[config.mk]
export PLATFORM = sky130hd
export DESIGN_NAME = gpio_port_irq_det
export DESIGN_NICKNAME = d
export VERILOG_FILES = /design/src/rtl/gpio_irq_pkg.sv /design/src/rtl/gpio_irq_regs.sv /design/src/rtl/gpio_irq_pin_det.sv /design/src/rtl/gpio_irq_combine.sv /design/src/rtl/gpio_port_irq_det.sv
export SDC_FILE = /design/constraint.sdc
export NUM_CORES = 1
export LEC_CHECK = 0
export BUFFER_PORTS_ARGS = -buffer_cell sky130_fd_sc_hd__buf_2
export CORE_ASPECT_RATIO = 0.6
export CORE_MARGIN = 5
export CORE_UTILIZATION = 52
export CTS_CLUSTER_DIAMETER = 60
export DETAILED_ROUTE_END_ITERATION = 7
export HOLD_SLACK_MARGIN = 0.05
export PLACE_DENSITY = 0.84
export SYNTH_ARGS = -nofsm -noshare
export SYNTH_HDL_FRONTEND = slang
export SYNTH_SLANG_ARGS = --single-unit
export TNS_END_PERCENT = 50
[constraint.sdc]
create_clock -name clk -period 1.5 [get_ports clk]
set_input_delay 0.075 -clock clk [delete_from_list [all_inputs] [get_ports clk]]
set_output_delay 0.075 -clock clk [all_outputs]
set_load 0.03 [all_outputs]
[src/rtl/gpio_irq_pkg.sv]
package gpio_irq_pkg;

   // register locations on the port's word bus
   typedef enum logic [1:0] {
      LOC_TRIG  = 2'd0,
      LOC_ENAB  = 2'd1,
      LOC_STAT  = 2'd2,
      LOC_CLEAR = 2'd3
   } reg_loc_e;

   // per-pin trigger setting gathered from the three configuration lanes
   typedef struct packed {
      logic dual;     // lane 2: either edge (edge mode only)
      logic is_edge;  // lane 1: edge mode when set, level mode when clear
      logic hi;       // lane 0: rising / high when set
   } trig_t;

endpackage

[src/rtl/gpio_irq_regs.sv]
module gpio_irq_regs
   import gpio_irq_pkg::*;
#(
   parameter int NPINS  = 8,
   parameter int LANE   = 8,
   parameter int DATA_W = 32
) (
   input  logic                 clk,
   input  logic                 rst_n,
   input  logic                 bus_we,
   input  logic [1:0]           bus_addr,
   input  logic [DATA_W-1:0]    bus_wdata,
   input  logic [NPINS-1:0]     status,
   output logic [DATA_W-1:0]    bus_rdata,
   output trig_t [NPINS-1:0]    trig_cfg,
   output logic [NPINS-1:0]     irq_en,
   output logic [NPINS-1:0]     clr_mask
);

   localparam int CFG_W = 3 * LANE;

   logic [CFG_W-1:0] cfg_q;
   logic [NPINS-1:0] en_q;
   reg_loc_e         loc;

   assign loc = reg_loc_e'(bus_addr);

   always_ff @(posedge clk or negedge rst_n) begin
      if (!rst_n) begin
         cfg_q <= '0;
         en_q  <= '0;
      end else if (bus_we) begin
         case (loc)
            LOC_TRIG: cfg_q <= bus_wdata[CFG_W-1:0];
            LOC_ENAB: en_q  <= bus_wdata[NPINS-1:0];
            default: ;
         endcase
      end
   end

   assign clr_mask = (bus_we && loc == LOC_CLEAR) ? bus_wdata[NPINS-1:0] : '0;
   assign irq_en   = en_q;

   // gather the three lanes of each pin into one trigger field
   for (genvar p = 0; p < NPINS; p++) begin : g_lane
      assign trig_cfg[p].dual    = cfg_q[2*LANE + p];
      assign trig_cfg[p].is_edge = cfg_q[LANE + p];
      assign trig_cfg[p].hi      = cfg_q[p];
   end

   if (DATA_W > CFG_W) begin : g_wide
      logic wdata_unused;
      assign wdata_unused = ^bus_wdata[DATA_W-1:CFG_W];
   end

   always_comb begin
      bus_rdata = '0;
      case (loc)
         LOC_TRIG: bus_rdata[CFG_W-1:0] = cfg_q;
         LOC_ENAB: bus_rdata[NPINS-1:0] = en_q;
         LOC_STAT: bus_rdata[NPINS-1:0] = status;
         default:  bus_rdata = '0;
      endcase
   end

endmodule

[src/rtl/gpio_irq_pin_det.sv]
module gpio_irq_pin_det
   import gpio_irq_pkg::*;
(
   input  logic  clk,
   input  logic  rst_n,
   input  logic  pin,
   input  trig_t trig,
   input  logic  clr,
   output logic  evt,
   output logic  prev,
   output logic  status
);

   logic prev_q;
   logic st_q;
   logic rise;
   logic fall;

   assign rise = pin & ~prev_q;
   assign fall = ~pin & prev_q;

   always_comb begin
      if (trig.is_edge) begin
         if (trig.dual) evt = rise | fall;
         else           evt = trig.hi ? rise : fall;
      end else begin
         evt = trig.hi ? pin : ~pin;
      end
   end

   // a detected condition takes priority over a clear in the same cycle
   always_ff @(posedge clk or negedge rst_n) begin
      if (!rst_n) begin
         prev_q <= 1'b0;
         st_q   <= 1'b0;
      end else begin
         prev_q <= pin;
         st_q   <= evt | (st_q & ~clr);
      end
   end

   assign prev   = prev_q;
   assign status = st_q;

endmodule

[src/rtl/gpio_irq_combine.sv]
module gpio_irq_combine #(
   parameter int NPINS   = 8,
   parameter bit IRQ_REG = 1'b0
) (
   input  logic             clk,
   input  logic             rst_n,
   input  logic [NPINS-1:0] status,
   input  logic [NPINS-1:0] irq_en,
   output logic             irq
);

   logic [NPINS-1:0] pending;
   assign pending = status & irq_en;

   if (IRQ_REG) begin : g_flop
      logic irq_q;
      always_ff @(posedge clk or negedge rst_n) begin
         if (!rst_n) irq_q <= 1'b0;
         else        irq_q <= |pending;
      end
      assign irq = irq_q;
   end else begin : g_direct
      logic clk_unused;
      assign clk_unused = clk ^ rst_n;
      assign irq = |pending;
   end

endmodule

[src/rtl/gpio_port_irq_det.sv]
module gpio_port_irq_det
   import gpio_irq_pkg::*;
#(
   parameter int NPINS   = 8,
   parameter int LANE    = 8,
   parameter int DATA_W  = 32,
   parameter bit IRQ_REG = 1'b0
) (
   input  logic              clk,
   input  logic              rst_n,
   input  logic [NPINS-1:0]  pin_in,
   input  logic              bus_we,
   input  logic [1:0]        bus_addr,
   input  logic [DATA_W-1:0] bus_wdata,
   output logic [DATA_W-1:0] bus_rdata,
   output logic              irq_req
);

   localparam int CFG_W = 3 * LANE;

   if (NPINS < 1 || NPINS > LANE) begin : g_bad_npins
      $error("NPINS must lie between 1 and LANE");
   end
   if (DATA_W < CFG_W) begin : g_bad_width
      $error("DATA_W must hold all three configuration lanes");
   end

   trig_t [NPINS-1:0] trig_w;
   logic  [NPINS-1:0] en_w;
   logic  [NPINS-1:0] clr_w;
   logic  [NPINS-1:0] evt_w;
   logic  [NPINS-1:0] prev_w;
   logic  [NPINS-1:0] stat_w;

   gpio_irq_regs #(
      .NPINS  (NPINS),
      .LANE   (LANE),
      .DATA_W (DATA_W)
   ) u_regs (
      .clk       (clk),
      .rst_n     (rst_n),
      .bus_we    (bus_we),
      .bus_addr  (bus_addr),
      .bus_wdata (bus_wdata),
      .status    (stat_w),
      .bus_rdata (bus_rdata),
      .trig_cfg  (trig_w),
      .irq_en    (en_w),
      .clr_mask  (clr_w)
   );

   for (genvar p = 0; p < NPINS; p++) begin : g_pin
      gpio_irq_pin_det u_det (
         .clk    (clk),
         .rst_n  (rst_n),
         .pin    (pin_in[p]),
         .trig   (trig_w[p]),
         .clr    (clr_w[p]),
         .evt    (evt_w[p]),
         .prev   (prev_w[p]),
         .status (stat_w[p])
      );
   end

   gpio_irq_combine #(
      .NPINS   (NPINS),
      .IRQ_REG (IRQ_REG)
   ) u_comb (
      .clk    (clk),
      .rst_n  (rst_n),
      .status (stat_w),
      .irq_en (en_w),
      .irq    (irq_req)
   );

endmodule

==> Word level (Yosys, flattened, before mapping) <==
Index checks and enable logic that the tools add are counted.
{ "classes": {"bitwise_logic": 65, "n_mux": 35, "reduce_logical": 5, "eq_ne": 3} }
{ "ops": {"columns": ["cell", "count"], "rows": [
  ["1-bit two-way mux", 32],
  ["1-bit bitwise AND", 24],
  ["1-bit inverter", 24],
  ["8-bit one-hot mux with 3 select lines", 1],
  ["16-bit two-way mux", 1],
  ["1-bit OR", 16],
  ["8-bit bitwise AND", 1],
  ["8-bit two-way mux", 1],
  ["8-bit OR reduction", 1],
  ["2-bit equality test (second input constant)", 2],
  ["2-bit AND reduction", 2],
  ["2-bit by 1-bit equality test with 1-bit output (second input constant)", 1],
  ["2-bit logical NOT", 1],
  ["1-bit logical AND", 1]
]} }
{ "totals": {"reg_bits": 48, "in_bits": 45, "out_inout_bits": 33} }

==> Longest topological paths before layout <==
{ "logic_depth": {"ltp_word": 6, "ltp_mapped": 6} }

==> Hierarchy <==
Synthesis repeated with hierarchy kept, for this count alone.
{ "hier_totals": {"hier_cells": 241, "hier_area_um2": 2846.5} }
{ "by_module_without_submodules": {"columns": ["module", "cells_each", "area_per_inst_um2", "seq_area_each_um2", "n_inst"], "rows": [
  ["gpio_irq_regs", 124, 1619.1, 800.8, 1],
  ["gpio_irq_pin_det", 14, 148.9, 50.0, 8],
  ["gpio_irq_combine", 5, 36.3, 0.0, 1]
]} }

==> Worst setup path before layout <==
Ideal clock, no wire load.
{ "synth_timing": {"path_kind": "input to register", "from": "in bus_addr[1]", "to": "reg u_regs.cfg_q[14]", "setup_ps": 125, "t_arrival_ps": 1121, "path_slack_ps": 254, "stages": 6, "required_time_ps": 1375, "n_path_buf": 3, "path_cell_list": "buf_4 -> nor2_2 -> and2_1 -> buf_4 -> buf_6 -> mux2_2"} }
{ "synth_via": {"elab_chain_cells": 2} }
{ "synth_rtl": {"columns": ["item", "line_no", "source"], "rows": [
  ["start: declaration", "gpio_port_irq_det.sv:13", "input logic [1:0] bus_addr,"],
  ["2-bit logical NOT", "gpio_irq_regs.sv:33", "case (loc)"],
  ["2-bit AND reduction (no source line)", null, null],
  ["end signal: assignment", "gpio_irq_regs.sv:34", "LOC_TRIG: cfg_q <= bus_wdata[CFG_W-1:0];"],
  ["end: declaration", "gpio_irq_regs.sv:22", "logic [CFG_W-1:0] cfg_q;"]
]} }
Every way passes these cells.
A chain may end at the register's enable or synchronous reset.

==> Final worst setup path <==
{ "layout_timing": {"from": "reg u_regs.cfg_q[3]", "to": "out bus_rdata[3]"} }
{ "layout_via": {"elab_chain_cells": 1} }
{ "layout_rtl": {"columns": ["item", "line_no", "source"], "rows": [
  ["8-bit one-hot mux with 3 select lines", "gpio_irq_regs.sv:58", "case (loc)"],
  ["end: declaration", "gpio_port_irq_det.sv:15", "output logic [DATA_W-1:0] bus_rdata,"]
]} }
Every way passes these cells.

==> metrics <==
status finished clean; Vias/cell between 4 and 5; CTS sink cnt 48; vias in the first global route 2,122; Slew Limit Fails 0; HP Class in -> reg; Syn Inst Count 236; total power 3442 uW; Worst Max-Slew Pin Slew 602.8 ps; clock slew at reported path FFs 90 ps; ANT nets after route 0; Max stage delay on crit path approximately 410 ps; XOR/XNOR Fraction of Synth Area 0.02608; Max Freq 735.6 MHz; Leak 0.001720 uW; CP max FO 4; area share of fa/ha/maj cells after synthesis 0.07452; CTS Hold Bufs 33; clock network power share 0.240; Post-Synthesis Cell Area 0.002686 mm^2; multi-input combinational cell area 0.001324 mm^2; CP required around 1400 ps; Power Internal 2330 uW; critical path, cell by cell mux2i_1 > o21ai_0 > buf_2; CTS max path bufs 2; number of remaining DRC errors 0; Peak VDD IR a little under 0.6 mV; asr flop ratio synth 1.000; total CTS buffers 5; Switching Share 0.3230; CTS tree built; Layout Nets just under 400; core area between 0.005 and 0.006 mm^2; final clock skew about 4.7 ps; # Post-CTS Setup Buffers 0; endpoints failing setup 0; Post-synth EDFFs 0; DP HPWL roughly 4200 um; CTS H-tree lvls 2; total global-route track usage 0.1959; Register Area 0.001201 mm^2; Filler cells about 400; Die Ht around 66 um; PortBufs 61; via count ~2,000; unrepaired setup endpoints after global routing no; largest family of logic cells by synthesized area multiplexers; Seq pwr share 0.493; synth unique cells 22; Die Wd about 100 um; CP bufs+invs 1; fin crit share 0.9063; portion of netlist area occupied by mux cells 0.2087; Synth top cells by count 48 x dfrtp_1, 31 x mux2_2, 24 x nand2_1; first-pass GRT wire length 10,120 um; clk_lat worst skew slightly above 300 ps; relative slew slack 0.5981; Wirelength per Cell 14.94 um; Compound-Gate Fraction of Synth Area 0.08570; Ports 78; largest net degree at the start of global routing 49; synth top area cells dfrtp_1 45%, mux2_2 13%, ha_1 7.5%, mux2_4 4.5%, o211ai_1 4.5%; top_reg_cell synth dfrtp_1; Startpoint Class flop; gr ovfl total 0; Layout area overhead 29.11%; hold_ws 150.6 ps; Post-CTS Resized 0; starting density of the core 0.5341; top-count cell post-synth dfrtp_1; top cell type's share of synthesized area 0.4471; antenna cells 0; Yosys top cell by area dfrtp_1; fraction of layout cells with a size suffix above 1 0.3512; # Max-Cap Violations 0; Synth Area per Inst roughly 11 um^2; Cell Pwr Density 992.5 mW/mm^2; CP Class reg -> out; CP Capture Type output port; Min Clock Period, post-route 1360 ps; final hold violation count 0; slowest CP cell dfrtp_1; final setup TNS 0 ps; synthesis-stage register bit count 48; drt initial violations 76; Clock Tree Root clkbuf_8; Critical Path AT approximately 1300 ps; sequential share of the synthesized area 0.4471; die area 0.006751 mm^2; Logic pwr share 0.267; GP Congestion about 0.77; FP Rows 20; initial antenna violation count 0; yosys warns 0; Initial DRT Pass Iterations 4; post-synthesis simple-gate area fraction 0.08663; CP top delay family flip-flops; overall routed net length 6006 um; NetSw about 1100 uW
## cell families after synthesis
kind of cell,Yosys count
compound gates,36
other cells,1
flops,48
buf+inv,33
fa+ha+maj,16
mux,48
xor+xnor,8
simple gates,46
## layout make-up
type,count,area share
clock buffers,6,0.02381
flip-flops and latches,48,0.3463
well taps,66,0.02381
clock inverters,2,0.002886
inverters,16,0.01732
multi-input cells,162,0.3817
repair buffers,102,0.2042
## per-stage QoR
step / std cells / setup WS, ps / utilization / area, um^2
after floorplan: 243 / 254.2 / - / 2713
after global placement: 361 / 243.2 / 0.6055 / 3045
after detailed placement: 361 / 230.1 / 0.6055 / 3045
after CTS: 402 / 148.6 / 0.6896 / 3468
after global routing: 402 / 59.69 / 0.6896 / 3468
final: 402 / 140.5 / 0.6896 / 3468
## placed cells by master (no fill, tap or decap), types with 2 or more instances in the layout
cell type / instances
mux2i_1: 8
dlygate4sd3_1: 33
and2_1: 17
clkbuf_8: 6
mux2_2: 31
mux2_4: 8
clkinv_2: 2
o211ai_1: 16
buf_4: 7
inv_1: 16
xor2_1: 8
a22oi_1: 4
nand2_1: 24
buf_2: 61
dfrtp_1: 48
conb_1: 8
ha_1: 16
o21ai_0: 16
## worst paths after layout
check	start	end	slack (ps)	cells after the start
setup / recovery	u_regs.cfg_q[3]	bus_rdata[3]	140	3
hold / removal	bus_addr[1]	g_pin[2].u_det.status	150	4
setup reg to reg	g_pin[7].u_det.prev	g_pin[7].u_det.status	260	5
hold reg to reg	u_regs.cfg_q[13]	g_pin[5].u_det.status	530	1
max in group asynchronous	rst_n	g_pin[1].u_det.status	700	3
min in group asynchronous	rst_n	u_regs.cfg_q[10]	390	3
## flip-flops by register name, indices dropped and copies added (netlist names)
name / flops
g_pin.u_det.prev: 8
g_pin.u_det.status: 8
u_regs.cfg_q: 24
u_regs.irq_en: 8
## per-layer routing
layer / track usage / vias to the layer above / share of wire
met3: 0.06469 / 3 / 0.086
met5: 0 / - / 0
met2: 0.3223 / 59 / 0.47
met1: 0.2558 / 955 / 0.44
li1: - / 984 / -
met4: 0.03393 / 0 / 0.0063
## power groups by stage
stage / logic, uW / clock network [uW] / registers [uW]
floorplan: 648 / 0 / 1660
global placement: 828 / 0 / 1710
detailed placement: 857 / 0 / 1720
CTS: 926 / 841 / 1700
global route: 1020 / 908 / 1730
finish: 918 / 826 / 1700
## worst register-to-register path, delay by kind of cell, from the launching register on
| family | cells | cell delay, ps |
|---|---|---|
| DFF | 1 | 360 |
| AOI/OAI and AO/OA | 2 | 280 |
| muxes | 1 | 260 |
| buffers and inverters | 1 | 50 |
| adders and majority gates | 1 | 160 |
Note: power is estimated with default switching activity, not from simulation.
